[config.mk]
export PLATFORM = sky130hd
export DESIGN_NAME = uart_rx_sampler
export DESIGN_NICKNAME = d
export VERILOG_FILES = /design/src/rtl/uart_rx_pkg.sv /design/src/rtl/rx_sync.sv /design/src/rtl/rx_bit_timer.sv /design/src/rtl/rx_frame_fsm.sv /design/src/rtl/uart_rx_sampler.sv
export SDC_FILE = /design/constraint.sdc
export NUM_CORES = 1
export LEC_CHECK = 0
export CORE_MARGIN = 1.5
export CORE_UTILIZATION = 40
export DETAILED_ROUTE_END_ITERATION = 8
export DONT_BUFFER_PORTS = 1
export PLACE_DENSITY_LB_ADDON = 0.05
export RECOVER_POWER = 100
export SETUP_SLACK_MARGIN = 0.4
export SLEW_MARGIN = 20
export SYNTH_ARGS = -nofsm -noshare
export SYNTH_HDL_FRONTEND = slang
export SYNTH_SLANG_ARGS = --single-unit
export TNS_END_PERCENT = 5
[constraint.sdc]
create_clock -name clk -period 4.2 [get_ports clk]
set_input_delay 0.21 -clock clk [delete_from_list [all_inputs] [get_ports clk]]
set_output_delay 0.21 -clock clk [all_outputs]
set_load 0.01 [all_outputs]
[src/rtl/uart_rx_pkg.sv]
package uart_rx_pkg;
   localparam int DATA_W = 8;

   typedef enum logic [2:0] {
      ST_WAIT_HIGH,
      ST_HUNT,
      ST_START,
      ST_DATA,
      ST_PARITY,
      ST_STOP
   } rx_state_e;

   // length select 00..11 -> 5..8 data bits
   function automatic logic [3:0] word_bits(input logic [1:0] sel);
      return 4'd5 + {2'b00, sel};
   endfunction
endpackage

[src/rtl/rx_sync.sv]
module rx_sync #(
   parameter int STAGES = 2
) (
   input  logic clk,
   input  logic rst_n,
   input  logic d_in,
   output logic d_out
);
   logic [STAGES-1:0] chain;

   generate
      if (STAGES < 2) begin : g_bad
         $error("rx_sync needs at least two stages");
      end
   endgenerate

   always_ff @(posedge clk or negedge rst_n) begin
      if (!rst_n) chain <= '1;
      else        chain <= {chain[STAGES-2:0], d_in};
   end

   assign d_out = chain[STAGES-1];
endmodule

[src/rtl/rx_bit_timer.sv]
module rx_bit_timer #(
   parameter int OVERSAMPLE = 16
) (
   input  logic clk,
   input  logic rst_n,
   input  logic tick,
   input  logic clear,
   input  logic half_sel,
   output logic due
);
   localparam int CW   = $clog2(OVERSAMPLE);
   localparam int HALF = OVERSAMPLE / 2;

   logic [CW-1:0] cnt;
   logic [CW-1:0] limit;

   generate
      if (OVERSAMPLE < 4 || (OVERSAMPLE % 2) != 0) begin : g_bad
         $error("OVERSAMPLE must be even and at least 4");
      end
   endgenerate

   assign limit = half_sel ? CW'(HALF - 1) : CW'(OVERSAMPLE - 1);
   assign due   = tick && !clear && (cnt == limit);

   always_ff @(posedge clk or negedge rst_n) begin
      if (!rst_n)            cnt <= '0;
      else if (clear || due) cnt <= '0;
      else if (tick)         cnt <= cnt + 1'b1;
   end
endmodule

[src/rtl/rx_frame_fsm.sv]
module rx_frame_fsm
   import uart_rx_pkg::*;
#(
   parameter int DW = DATA_W
) (
   input  logic          clk,
   input  logic          rst_n,
   input  logic          tick,
   input  logic          line,
   input  logic          due,
   input  logic [1:0]    wlen,
   input  logic          par_en,
   input  logic          par_odd,
   output logic          cnt_clear,
   output logic          half_sel,
   output logic [DW-1:0] data_o,
   output logic          valid_o,
   output logic          fe_o,
   output logic          pe_o,
   output logic          brk_o
);
   localparam int IW = $clog2(DW);

   rx_state_e     state;
   logic [DW-1:0] sh;
   logic [IW-1:0] bit_idx;
   logic [IW-1:0] last_idx;
   logic          pbit;

   assign last_idx  = IW'(word_bits(wlen) - 4'd1);
   assign cnt_clear = (state == ST_WAIT_HIGH) || (state == ST_HUNT);
   assign half_sel  = (state == ST_START);

   always_ff @(posedge clk or negedge rst_n) begin
      if (!rst_n) begin
         state   <= ST_WAIT_HIGH;
         sh      <= '0;
         bit_idx <= '0;
         pbit    <= 1'b0;
         data_o  <= '0;
         valid_o <= 1'b0;
         fe_o    <= 1'b0;
         pe_o    <= 1'b0;
         brk_o   <= 1'b0;
      end else begin
         valid_o <= 1'b0;
         case (state)
            ST_WAIT_HIGH: if (line) state <= ST_HUNT;
            ST_HUNT: if (tick && !line) begin
               state   <= ST_START;
               sh      <= '0;
               bit_idx <= '0;
               pbit    <= 1'b0;
            end
            ST_START: if (due) state <= line ? ST_HUNT : ST_DATA;
            ST_DATA: if (due) begin
               sh[bit_idx] <= line;
               if (bit_idx == last_idx) state <= par_en ? ST_PARITY : ST_STOP;
               else                     bit_idx <= bit_idx + 1'b1;
            end
            ST_PARITY: if (due) begin
               pbit  <= line;
               state <= ST_STOP;
            end
            ST_STOP: if (due) begin
               valid_o <= 1'b1;
               data_o  <= sh;
               fe_o    <= !line;
               pe_o    <= par_en && ((^sh ^ pbit) != par_odd);
               brk_o   <= !line && (sh == '0) && !(par_en && pbit);
               state   <= ST_WAIT_HIGH;
            end
            default: state <= ST_WAIT_HIGH;
         endcase
      end
   end
endmodule

[src/rtl/uart_rx_sampler.sv]
module uart_rx_sampler
   import uart_rx_pkg::*;
#(
   parameter int OVERSAMPLE  = 16,
   parameter int SYNC_STAGES = 2
) (
   input  logic              clk,
   input  logic              rst_n,
   input  logic              os_tick,
   input  logic              rx_in,
   input  logic [1:0]        cfg_wlen,
   input  logic              cfg_par_en,
   input  logic              cfg_par_odd,
   output logic [DATA_W-1:0] rx_data,
   output logic              rx_valid,
   output logic              rx_frame_err,
   output logic              rx_par_err,
   output logic              rx_break
);
   logic line_s;
   logic due;
   logic cnt_clear;
   logic half_sel;

   rx_sync #(.STAGES(SYNC_STAGES)) u_sync (
      .clk   (clk),
      .rst_n (rst_n),
      .d_in  (rx_in),
      .d_out (line_s)
   );

   rx_bit_timer #(.OVERSAMPLE(OVERSAMPLE)) u_timer (
      .clk      (clk),
      .rst_n    (rst_n),
      .tick     (os_tick),
      .clear    (cnt_clear),
      .half_sel (half_sel),
      .due      (due)
   );

   rx_frame_fsm #(.DW(DATA_W)) u_fsm (
      .clk       (clk),
      .rst_n     (rst_n),
      .tick      (os_tick),
      .line      (line_s),
      .due       (due),
      .wlen      (cfg_wlen),
      .par_en    (cfg_par_en),
      .par_odd   (cfg_par_odd),
      .cnt_clear (cnt_clear),
      .half_sel  (half_sel),
      .data_o    (rx_data),
      .valid_o   (rx_valid),
      .fe_o      (rx_frame_err),
      .pe_o      (rx_par_err),
      .brk_o     (rx_break)
   );
endmodule

==> results.txt <==
Along the worst path, the maximum fanout reaches 15. The clock group share of total power is between 20% and 30%. The number of buffers created by CTS came out at 5. The time the final worst path needs with I/O delays and setup came out at around 2.4 ns. The post-route netlist has ~6.5% of its cells at a drive strength greater than 1. Cell internal power was estimated by the tool at roughly 0.73 mW.

The CTS tree is yes. The count of instances resized after the clock tree is built came out at 0. The first-pass GRT wire length is between 6000 and 7000 um.

The depth of the worst hold-timing path is 2. The core region is between 0.004 and 0.005 mm2. The async set or reset register ratio after synthesis came out at 100.0%. The synthesized netlist net count is 202. Dividing the final minimum period by the clock period gives between 50% and 60%.

The checks that failed: max-capacitance violations, max-slew violations. The count of mapped cells out of synthesis is approximately 190. The half-perimeter wire length of the detailed placement result came out at 2519 um. The tree is rooted in a sky130_fd_sc_hd__clkbuf_8. The net switching power came out at 0.4178 mW. The area growth from synthesis to layout is 7.298%. The largest total area in the synthesized netlist belongs to sky130_fd_sc_hd__dfrtp_1.

The count of unique library cells instantiated by Yosys came out at 42. The clock net in this run drives a total of 33 sinks. The total inserted antenna cells is 0. At the end of routability-driven placement, the weighted congestion stood at just under 0.8.

The worst-case IR drop observed on VDD is around 0.26 mV. The final layout contains routed wiring with a total length of about 3600 um. The synthesized design devotes to its leading area cell type 43.51% of total area. The I/O pin total is 20.

The first-pass iteration count of the detailed router is 4. For this run, the top clock speed supported by timing is 420.5 MHz. Sequential cells were found to cover a little under half of the synthesized design area. Global routing finished with a remaining overflow of 0. The die outline width came out at 69.77 um. The buffer levels on the longest clock path came out at 2.

After synthesis the netlist holds a flip-flop and latch count of 33. At the pin with the least slew margin, the transition time is between 1.5 and 2 ns. The final-report hold violation count came out at 0. After synthesis the cells add up to ~0.0018 mm2. The final number of max-transition violations came out at 34. After floorplanning, the core was divided into 24 placement rows. The power per cell area is ~600 mW/mm2. The arrival time of data at the critical path endpoint is around 2.6 ns.

The category of the critical setup timing path is flip-flop to flip-flop. Clock-pin slew was measured on the worst setup and hold paths at around 0.07 ns. The via count of the first global-routing pass came out at approximately 1300. The flow ran to the end, but the final reports show violations. The worst hold path belongs to the class primary input to flip-flop.

The maximum number of pins on one net before global-route repair came out at 34. The average detailed-routed wire length per instance came out at approximately 15 um. The count of nets left with antenna violations after detail routing came out at 0. In this run, synthesis inferred 0 flip-flops with an integrated enable. Data on the critical path is required at its endpoint by between 4 and 5 ns. STA classifies the critical path endpoint as a flip-flop. The final setup TNS is 0 ns. Leaving out fill and tap cells, the most frequent cells in the layout are sky130_fd_sc_hd__dfrtp_1, sky130_fd_sc_hd__nand2_1, sky130_fd_sc_hd__o21ai_0. Setup repair after global routing left no endpoint under its margin. The setup slack after placement is about 1.9 ns. The worst setup path is launched from a flip-flop. The leakage power came out at around 0.78 nW. Power comes to between 1 and 1.5 mW. For this run, the leading register cell type out of synthesis is sky130_fd_sc_hd__dfrtp_1. The largest clock skew in the final design is around 0.0036 ns. The average vias per placed instance came out at roughly 5.7. The total of buffers placed on input and output ports is 0.

The number of warning messages in the yosys log came out at 0. The library cell used most frequently in the layout, excluding fill and tap cells, is sky130_fd_sc_hd__dfrtp_1. The remaining routing DRC violations is 0.

Max-cap violations in this run came to 1. Headroom to the max-slew limit came out at -21.06%. The part of the total power dissipated in combinational logic came out at a little under a third. The effective utilization at floorplan came out at roughly two fifths.

Yosys attributes the largest share of cell area to sky130_fd_sc_hd__dfrtp_1, sky130_fd_sc_hd__o21ai_0, sky130_fd_sc_hd__nand2_1, sky130_fd_sc_hd__ha_1, sky130_fd_sc_hd__xnor2_1. The initial antenna violation count came to 0. The mean post-synth cell area came out at between 9 and 10 um2. The sequential share of power came out at roughly 42%.

The clock reaches the later pin of the worst-skew pair after approximately 0.28 ns. The depth of the worst register-to-register path came out at 4. The number of DRC markers after the initial detailed-route iteration came out at between 40 and 50. The final count of negative-setup-slack endpoints is 0. The final layout contains ~200 nets. The global-route total usage across every layer is about 16%. The switching share of total power is a little over a third.

The final worst-path setup slack came out at approximately 1.8 ns. The floorplan step defined a die boundary enclosing ~0.005 mm2. The via count is 1355.

Measured along the y axis, the die boundary spans 69.77 um. The H-tree depth came out at 2.
kinds of logic (layout without fill, tap and decap cells):
family,Yosys count,after routing,share of synthesized area [%]
flops,33,33,46.46
mux,1,1,0.6315
compound gates,52,52,20.49
xor+xnor,9,9,4.421
buf+inv,28,26,6.035
simple gates,59,59,17.75
fa+ha+maj,6,6,4.210
what timing repair did:
| item | CTS | global route |
|---|---|---|
| hold buffers | 3 | 0 |
| hold endpoints to repair | 34 | 0 |
| endpoints found under the setup margin | 0 | 0 |
| buffers inserted | 0 | 0 |
path summary, 6_finish.rpt:
check / from / endpoint / slack (ns)
hold / removal: cfg_par_en / u_fsm.pe_o / 0.07
min in group asynchronous: rst_n / u_fsm.sh[6] / 0.98
setup / recovery: u_fsm.state[0] / u_fsm.sh[1] / 1.82
max in group asynchronous: rst_n / u_fsm.data_o[5] / 2.17
setup reg to reg: u_fsm.state[0] / u_fsm.sh[1] / 1.82
hold reg to reg: u_sync.chain[0] / u_sync.chain[1] / 0.36
per-layer routing:
| layer | vias up | wire, um | GRT usage [%] | share of wire (%) |
|---|---|---|---|---|
| li1 | 671 | - | - | - |
| met1 | 653 | 1690 | 20.33 | 47 |
| met2 | 27 | 1778 | 25.71 | 49 |
| met3 | 4 | 99 | 4.070 | 2.7 |
| met4 | 0 | 40 | 5.556 | 1.1 |
| met5 | - | 0 | 0 | 0 |
final cells by class:
| cell class | count | area (um2) |
|---|---|---|
| clock buffer | 7 | 86.33 |
| inverter | 15 | 56.30 |
| multi-input combinational | 127 | 823.3 |
| sequential | 33 | 828.3 |
| timing repair buffer | 3 | 23.77 |
| clock inverter | 1 | 30.03 |
| fill | 420 | 2411 |
| tap | 52 | 65.06 |
cells in the mapped netlist (all sizes together), types with 3 or more instances:
cell type	count
inv	15
xnor2	7
nand3b	3
a21oi	3
nand3	7
ha	6
o31ai	3
o21ai	21
nand4	5
nand2	21
nand2b	4
nor3b	3
nor2	4
clkbuf	11
nor3	4
dfrtp	31
a31oi	7
power groups by stage:
| stage | sequential [mW] | clock [mW] | combinational (mW) |
|---|---|---|---|
| finish | 0.489 | 0.311 | 0.353 |
| global route | 0.502 | 0.331 | 0.403 |
| CTS | 0.488 | 0.318 | 0.368 |
| detailed placement | 0.494 | 0 | 0.357 |
| global placement | 0.496 | 0 | 0.358 |
| floorplan | 0.413 | 0 | 0.367 |
registers in the layout (all words and copies together), names as in the netlist:
register / cells
u_fsm.state: 3
u_fsm.fe_o: 1
u_sync.chain: 2
u_fsm.data_o: 8
u_timer.cnt: 4
u_fsm.pe_o: 1
u_fsm.sh: 8
u_fsm.bit_idx: 3
u_fsm.pbit: 1
u_fsm.brk_o: 1
u_fsm.valid_o: 1
through the flow:
stage	cells	cell area, um2	hold slack (ns)	utilization, %
after floorplan	188	1783	-0.08559	-
after global placement	227	1797	-0.08494	41.55
after detailed placement	227	1797	-0.08489	41.55
after CTS	238	1953	0.05961	45.17
after global routing	238	1913	0.06238	44.24
final	238	1913	0.06531	44.24
worst max-delay path, cell delays in order, from the launching register on:
cell,delay [ns]
sky130_fd_sc_hd__dfrtp_1,0.52
sky130_fd_sc_hd__or4b_2,0.72
sky130_fd_sc_hd__a31oi_1,0.50
sky130_fd_sc_hd__nand4_1,0.28
sky130_fd_sc_hd__o31ai_1,0.26
(Power assumes the default switching activity.)
